$ cat config.mk
export PLATFORM = sky130hd
export DESIGN_NAME = salu_core
export DESIGN_NICKNAME = d
export VERILOG_FILES = /design/src/rtl/salu_pkg.sv /design/src/rtl/salu_decode.sv /design/src/rtl/salu_exec.sv /design/src/rtl/salu_core.sv
export SDC_FILE = /design/constraint.sdc
export NUM_CORES = 2
export LEC_CHECK = 0
export ABC_CLOCK_PERIOD_IN_PS = 1400
export BUFFER_PORTS_ARGS = -buffer_cell sky130_fd_sc_hd__buf_2
export CAP_MARGIN = 20
export CORE_MARGIN = 2
export CORE_UTILIZATION = 30
export CTS_CLUSTER_DIAMETER = 120
export CTS_CLUSTER_SIZE = 16
export DETAILED_ROUTE_END_ITERATION = 16
export PLACE_DENSITY = 0.51
export SLEW_MARGIN = 5
export SYNTH_ARGS = -nofsm -noshare
export SYNTH_HDL_FRONTEND = slang
export SYNTH_SLANG_ARGS = --single-unit
$ cat constraint.sdc
create_clock -name clk -period 1.4 [get_ports clk]
set_clock_uncertainty 0.1 [all_clocks]
set_input_delay 0.21 -clock clk [delete_from_list [all_inputs] [get_ports clk]]
set_output_delay 0.21 -clock clk [all_outputs]
set_load 0.02 [all_outputs]
$ cat src/rtl/salu_pkg.sv
package salu_pkg;

  typedef enum logic [4:0] {
    OP_ADDU, OP_SUBU, OP_ADDI, OP_SUBI, OP_ADDC, OP_SUBB,
    OP_MINI, OP_MINU, OP_MAXI, OP_MAXU, OP_CSEL,
    OP_AND, OP_OR, OP_XOR, OP_ANDN, OP_ORN, OP_NAND, OP_NOR, OP_XNOR,
    OP_SHL, OP_SHR, OP_ASR, OP_MUL, OP_ABSD, OP_BAD
  } salu_op_e;

  localparam logic [1:0] FMT_TAG = 2'b10;
  localparam int OPC_W = 7;
  localparam int DST_W = 7;

endpackage

$ cat src/rtl/salu_decode.sv
module salu_decode
  import salu_pkg::*;
#(
  parameter int NUMBERING = 0
) (
  input  logic [15:0]      word_hi,
  output salu_op_e         op,
  output logic             legal,
  output logic [DST_W-1:0] dst
);

  logic [1:0]       tag;
  logic [OPC_W-1:0] opc;
  logic [OPC_W:0]   norm;

  assign tag = word_hi[15:14];
  assign opc = word_hi[13:7];
  assign dst = word_hi[DST_W-1:0];

  // Fold the selected map onto map 0 so one case table serves both.
  generate
    if (NUMBERING != 0) begin : g_map1
      assign norm = (opc >= OPC_W'(12)) ? ({1'b0, opc} + (OPC_W+1)'(2)) : {1'b0, opc};
    end else begin : g_map0
      assign norm = {1'b0, opc};
    end
  endgenerate

  always_comb begin
    case (norm)
      8'd0:    op = OP_ADDU;
      8'd1:    op = OP_SUBU;
      8'd2:    op = OP_ADDI;
      8'd3:    op = OP_SUBI;
      8'd4:    op = OP_ADDC;
      8'd5:    op = OP_SUBB;
      8'd6:    op = OP_MINI;
      8'd7:    op = OP_MINU;
      8'd8:    op = OP_MAXI;
      8'd9:    op = OP_MAXU;
      8'd10:   op = OP_CSEL;
      8'd14:   op = OP_AND;
      8'd16:   op = OP_OR;
      8'd18:   op = OP_XOR;
      8'd20:   op = OP_ANDN;
      8'd22:   op = OP_ORN;
      8'd24:   op = OP_NAND;
      8'd26:   op = OP_NOR;
      8'd28:   op = OP_XNOR;
      8'd30:   op = OP_SHL;
      8'd32:   op = OP_SHR;
      8'd34:   op = OP_ASR;
      8'd38:   op = OP_MUL;
      8'd44:   op = OP_ABSD;
      default: op = OP_BAD;
    endcase
  end

  assign legal = (tag == FMT_TAG) && (op != OP_BAD);

endmodule

$ cat src/rtl/salu_exec.sv
module salu_exec
  import salu_pkg::*;
#(
  parameter int W = 32
) (
  input  salu_op_e     op,
  input  logic [W-1:0] a,
  input  logic [W-1:0] b,
  input  logic         scc_in,
  output logic [W-1:0] res,
  output logic         scc_we,
  output logic         scc_nx
);

  localparam int SH_W = $clog2(W);

  logic           cin, bin;
  logic [W:0]     sum, dif;
  logic           ovf_add, ovf_sub;
  logic           lt_s, lt_u, gt_s, gt_u;
  logic [SH_W-1:0] sh;
  logic [W-1:0]   prod;

  assign cin = (op == OP_ADDC) & scc_in;
  assign bin = (op == OP_SUBB) & scc_in;
  assign sum = {1'b0, a} + {1'b0, b} + {{W{1'b0}}, cin};
  assign dif = {1'b0, a} - {1'b0, b} - {{W{1'b0}}, bin};

  assign ovf_add = (a[W-1] == b[W-1]) && (sum[W-1] != a[W-1]);
  assign ovf_sub = (a[W-1] != b[W-1]) && (dif[W-1] != a[W-1]);

  assign lt_s = $signed(a) < $signed(b);
  assign gt_s = $signed(a) > $signed(b);
  assign lt_u = a < b;
  assign gt_u = a > b;

  assign sh   = b[SH_W-1:0];
  assign prod = a * b;

  always_comb begin
    case (op)
      OP_ADDU, OP_ADDC, OP_ADDI: res = sum[W-1:0];
      OP_SUBU, OP_SUBB, OP_SUBI: res = dif[W-1:0];
      OP_MINI: res = lt_s ? a : b;
      OP_MINU: res = lt_u ? a : b;
      OP_MAXI: res = gt_s ? a : b;
      OP_MAXU: res = gt_u ? a : b;
      OP_CSEL: res = scc_in ? a : b;
      OP_AND:  res = a & b;
      OP_OR:   res = a | b;
      OP_XOR:  res = a ^ b;
      OP_ANDN: res = a & ~b;
      OP_ORN:  res = a | ~b;
      OP_NAND: res = ~(a & b);
      OP_NOR:  res = ~(a | b);
      OP_XNOR: res = ~(a ^ b);
      OP_SHL:  res = a << sh;
      OP_SHR:  res = a >> sh;
      OP_ASR:  res = W'($signed(a) >>> sh);
      OP_MUL:  res = prod;
      OP_ABSD: res = lt_s ? (b - a) : (a - b);
      default: res = '0;
    endcase
  end

  always_comb begin
    scc_we = 1'b1;
    case (op)
      OP_ADDU, OP_ADDC: scc_nx = sum[W];
      OP_SUBU, OP_SUBB: scc_nx = dif[W];
      OP_ADDI:          scc_nx = ovf_add;
      OP_SUBI:          scc_nx = ovf_sub;
      OP_MINI:          scc_nx = lt_s;
      OP_MINU:          scc_nx = lt_u;
      OP_MAXI:          scc_nx = gt_s;
      OP_MAXU:          scc_nx = gt_u;
      OP_CSEL, OP_MUL, OP_BAD: begin
        scc_we = 1'b0;
        scc_nx = scc_in;
      end
      default:          scc_nx = |res;
    endcase
  end

endmodule

$ cat src/rtl/salu_core.sv
module salu_core
  import salu_pkg::*;
#(
  parameter int W         = 32,
  parameter int NUMBERING = 0
) (
  input  logic             clk,
  input  logic             rst_n,
  input  logic             in_valid,
  input  logic [15:0]      ins_hi,
  input  logic [W-1:0]     src_a,
  input  logic [W-1:0]     src_b,
  input  logic             flag_wr_en,
  input  logic             flag_wr_val,
  output logic             out_valid,
  output logic             out_illegal,
  output logic [DST_W-1:0] out_dst,
  output logic [W-1:0]     out_result,
  output logic             scc
);

  // Reset: asserted asynchronously, released through two flops.
  logic rst_s1, rst_q;
  always_ff @(posedge clk or negedge rst_n) begin
    if (!rst_n) begin
      rst_s1 <= 1'b0;
      rst_q  <= 1'b0;
    end else begin
      rst_s1 <= 1'b1;
      rst_q  <= rst_s1;
    end
  end

  salu_op_e         op;
  logic             legal;
  logic [DST_W-1:0] dst;
  logic [W-1:0]     res_nx;
  logic             scc_we, scc_nx;

  salu_decode #(.NUMBERING(NUMBERING)) u_dec (
    .word_hi (ins_hi),
    .op      (op),
    .legal   (legal),
    .dst     (dst)
  );

  salu_exec #(.W(W)) u_exe (
    .op     (op),
    .a      (src_a),
    .b      (src_b),
    .scc_in (scc),
    .res    (res_nx),
    .scc_we (scc_we),
    .scc_nx (scc_nx)
  );

  logic res_en, scc_en, vld_d, ill_d, scc_d;

  always_comb begin
    vld_d  = in_valid;
    ill_d  = in_valid & ~legal;
    res_en = in_valid & legal;
    scc_en = flag_wr_en | (res_en & scc_we);
    scc_d  = flag_wr_en ? flag_wr_val : scc_nx;
  end

  always_ff @(posedge clk or negedge rst_q) begin
    if (!rst_q) begin
      out_valid   <= 1'b0;
      out_illegal <= 1'b0;
    end else begin
      out_valid   <= vld_d;
      out_illegal <= ill_d;
    end
  end

  always_ff @(posedge clk or negedge rst_q) begin
    if (!rst_q) begin
      out_result <= '0;
      out_dst    <= '0;
    end else if (res_en) begin
      out_result <= res_nx;
      out_dst    <= dst;
    end
  end

  always_ff @(posedge clk or negedge rst_q) begin
    if (!rst_q) begin
      scc <= 1'b0;
    end else if (scc_en) begin
      scc <= scc_d;
    end
  end

endmodule

==> results.cfg <==
[drt]
ant_nets = 0
drt_iter0_markers = 4737
vias = 39800
wl_per_cell_um = 30.7
routed_wl_um = 213000
drc = 0
drtPass1Iterations = 8
viasPerCell = 5.74

[clocking]
cts_buffers = 5
clkLatencyLatePin_ns = 0.29
clock-sinks = 44
clock_path_buffers = 2
root_buffer = clkbuf_16
cts_tree = done
clk_pin_slew_worst_paths_ns = 0.06
h-tree-depth = 2

[logic_synthesis]
synth_nets = 5072
synth.distinct_cells = 100
synth_edf_count = 0
synth_top_flop_cell = dfrtp_1
syn_area_sq_um = 32600
synth.yosys.warnings = 0
synthArstFlopShare_pct = 100
seq_area_frac_synth_pct = 3.38
synth_seq_cells = 44
synthCells = 4259
synth.avg_cell_area_sq_um = 7.66

[worst_setup_path]
max_stage_delay_ns = 0.55
worstPathBufferInverterCount = 6
path_max_fanout = 5
required_ns = 1.47
startpoint_type = primary input
crit_family = adder cells
arrival_ns = 7.98
path_common_cell = fa_1
crit_slowest_cell = fa_1
end_kind = register
worst-setup-path-type = primary input to register

[grt]
grt_usage_pct = 37.2
gr-total-overflow = 0
grt_max_degree = 57
first_global_vias = 39800
grt_pass1_wl_um = 296000
antenna_found_initial = 5

[die]
coreArea_sq_um = 108000
row_count = 120
die_width_um = 334
start_util_pct = 30.3
die_area_sq_um = 111000
die_h_um = 334
io_pins = 127

[power_and_ir_drop]
power_frac_seq_pct = 1.3
p_int_w = 0.0622
p_per_area_nw_per_um2 = 2700
p_switching_w = 0.0692
pwr-share-comb_pct = 97.8
p_leak_nw = 23.0
power.share.clock_pct = 1.0
swShare_pct = 52.7
vdd_drop_max_mv = 5.64

[cells_and_area]
layout-drive-gt1-share_pct = 37.1
most-common-layout-cells = buf_4, nor2_1, inv_1
syn_to_final_growth_pct = 49.2
nets = 6337
fillers = 10900
post_layout_nonfiller_instances = 6928
layout_commonest_cell = buf_4
design_area_sq_um = 48700

[timing]
fin_ws_ns = -6.51
worst_pin_slew_ns = 1.06
finalHoldViolations = 0
fin_crit_ns = 7.91
rsz0062_at_grt = true
setup_viol = 42
slew_headroom_pct = 27.2
fmax_ghz = 0.126
fin_crit_sh_pct = 565
slew_violations = 0

[placed_design]
place_area_sq_um = 44700
place_inst = 6824
place.gp.congestion = 1.08
io_buffers = 126
dpl.hpwl_um = 177000

[run_status]
violations = setup timing
outcome = finished with violations

[hold_path]
hp-class = primary input to register

[flow_run]
cap_viol_max_count = 0
-- cells by family after synthesis --
family / after synthesis / synth area share [%]
AOI/OAI and AO/OA: 968 / 20.2
buffers and inverters: 822 / 9.92
DFF: 44 / 3.38
and+or+nand+nor: 1395 / 18.7
other: 1 / 0.0115
adders and majority gates: 728 / 37.5
muxes: 169 / 6.81
xor gates and xnor gates: 132 / 3.55
-- metal layers --
layer / GRT usage, % / vias up / part of all wire (%)
met5: 0 / - / 0.016
met1: 48.7 / 19700 / 40
met3: 7.61 / 555 / 11
met2: 57.9 / 2532 / 43
met4: 19.2 / 6 / 6.9
li1: - / 17000 / -
-- synth_stat cells, types with 36 or more instances --
library cell | count | area share (%)
nor2_1 | 562 | 6.5
inv_1 | 509 | 5.9
nand2_1 | 479 | 5.5
fa_1 | 414 | 25
ha_1 | 314 | 12
a21oi_1 | 233 | 3.6
clkbuf_1 | 184 | 2.1
o21ai_0 | 171 | 2.6
xnor2_1 | 98 | 2.6
nor3_1 | 84 | 1.3
mux2i_1 | 81 | 2.5
nand3_1 | 66 | 1.0
a211oi_1 | 59 | 1.4
buf_2 | 50 | 0.77
mux2_2 | 50 | 1.7
o211ai_1 | 49 | 1.1
dfrtp_1 | 44 | 3.4
a21o_1 | 39 | 0.90
mux4_2 | 37 | 2.6
o22ai_1 | 37 | 0.71
a221oi_1 | 36 | 0.97
buf_1 | 36 | 0.41
-- power groups by stage --
stage | sequential (W) | combinational (W) | clock (W)
2_1_floorplan | 0.00201 | 0.0571 | 0
3_3_place_gp | 0.00167 | 0.106 | 0
3_5_place_dp | 0.00167 | 0.106 | 0
4_1_cts | 0.00166 | 0.122 | 0.00130
5_1_grt | 0.00168 | 0.133 | 0.00132
6_report | 0.00166 | 0.128 | 0.00125
-- worst reg2reg max path, stage by stage, from the launching register on --
cell and delay [ns]:
dfrtp_2 0.50, nand4_1 0.17, buf_6 0.17, fa_1 0.51, buf_6 0.14, ha_4 0.16
o21ai_2 0.15, a22oi_1 0.10, buf_4 0.18, a211oi_1 0.48, nor2_1 0.16, a41o_1 0.36
o31ai_1 0.64, a22oi_1 0.19, o2111ai_1 0.21, nand3_1 0.29, a2111o_1 0.54, nor4_2 0.16
nand4_1 0.17, or4_1 0.51, nor4_2 0.25, a21oi_1 0.10
-- layout make-up --
cell class	count	area, sq um	share of cell area, %
antenna	1	2.50	0.00514
sequential	44	1100	2.27
clock buffer	7	153	0.314
timing repair buffer	1546	12900	26.4
tap	1403	1760	3.61
inverter	534	2130	4.39
multi-input combinational	3393	30700	63.0
-- what timing repair did --
action                                  4_1_cts  5_1_grt
gates resized for setup                     423      243
gates cloned                                  1        2
hold endpoints to repair                      2        0
hold buffers                                  1        0
endpoints found under the setup margin       42       42
pin swaps                                   155      102
buffers inserted                             51       59
-- state kept, by name, summed over array words and instances (netlist names) --
signal,flops
out_dst,7
rst_s1,1
rst_q,1
out_valid,1
out_result,32
out_illegal,1
scc,1
-- final timing paths --
kind                                 start             to  slack (ns)  depth (start not counted)
min in group asynchronous            rst_q  out_result[9]        0.06                          0
worst min-delay path            ins_hi[15]    out_illegal        0.01                          2
worst max register to register         scc            scc       -4.98                         21
worst max-delay path              src_b[6]            scc       -6.51                         29
max in group asynchronous            rst_q            scc        0.65                          1
worst min register to register       rst_q  out_result[9]        0.06                          0
-- metrics by stage --
stage | hold WS, ns | util (%) | setup TNS (ns) | power (W) | setup slack (ns)
floorplan | -0.186 | - | -165.00 | 0.0591 | -6.44
global placement | -0.103 | 41.6 | -192.66 | 0.108 | -7.13
detailed placement | -0.103 | 41.6 | -193.91 | 0.108 | -7.21
CTS | 0.00219 | 43.8 | -167.90 | 0.125 | -6.49
global route | 0.0241 | 45.3 | -174.73 | 0.136 | -6.68
finish | 0.0131 | 45.3 | -169.10 | 0.131 | -6.51
(Power assumes the default switching activity.)
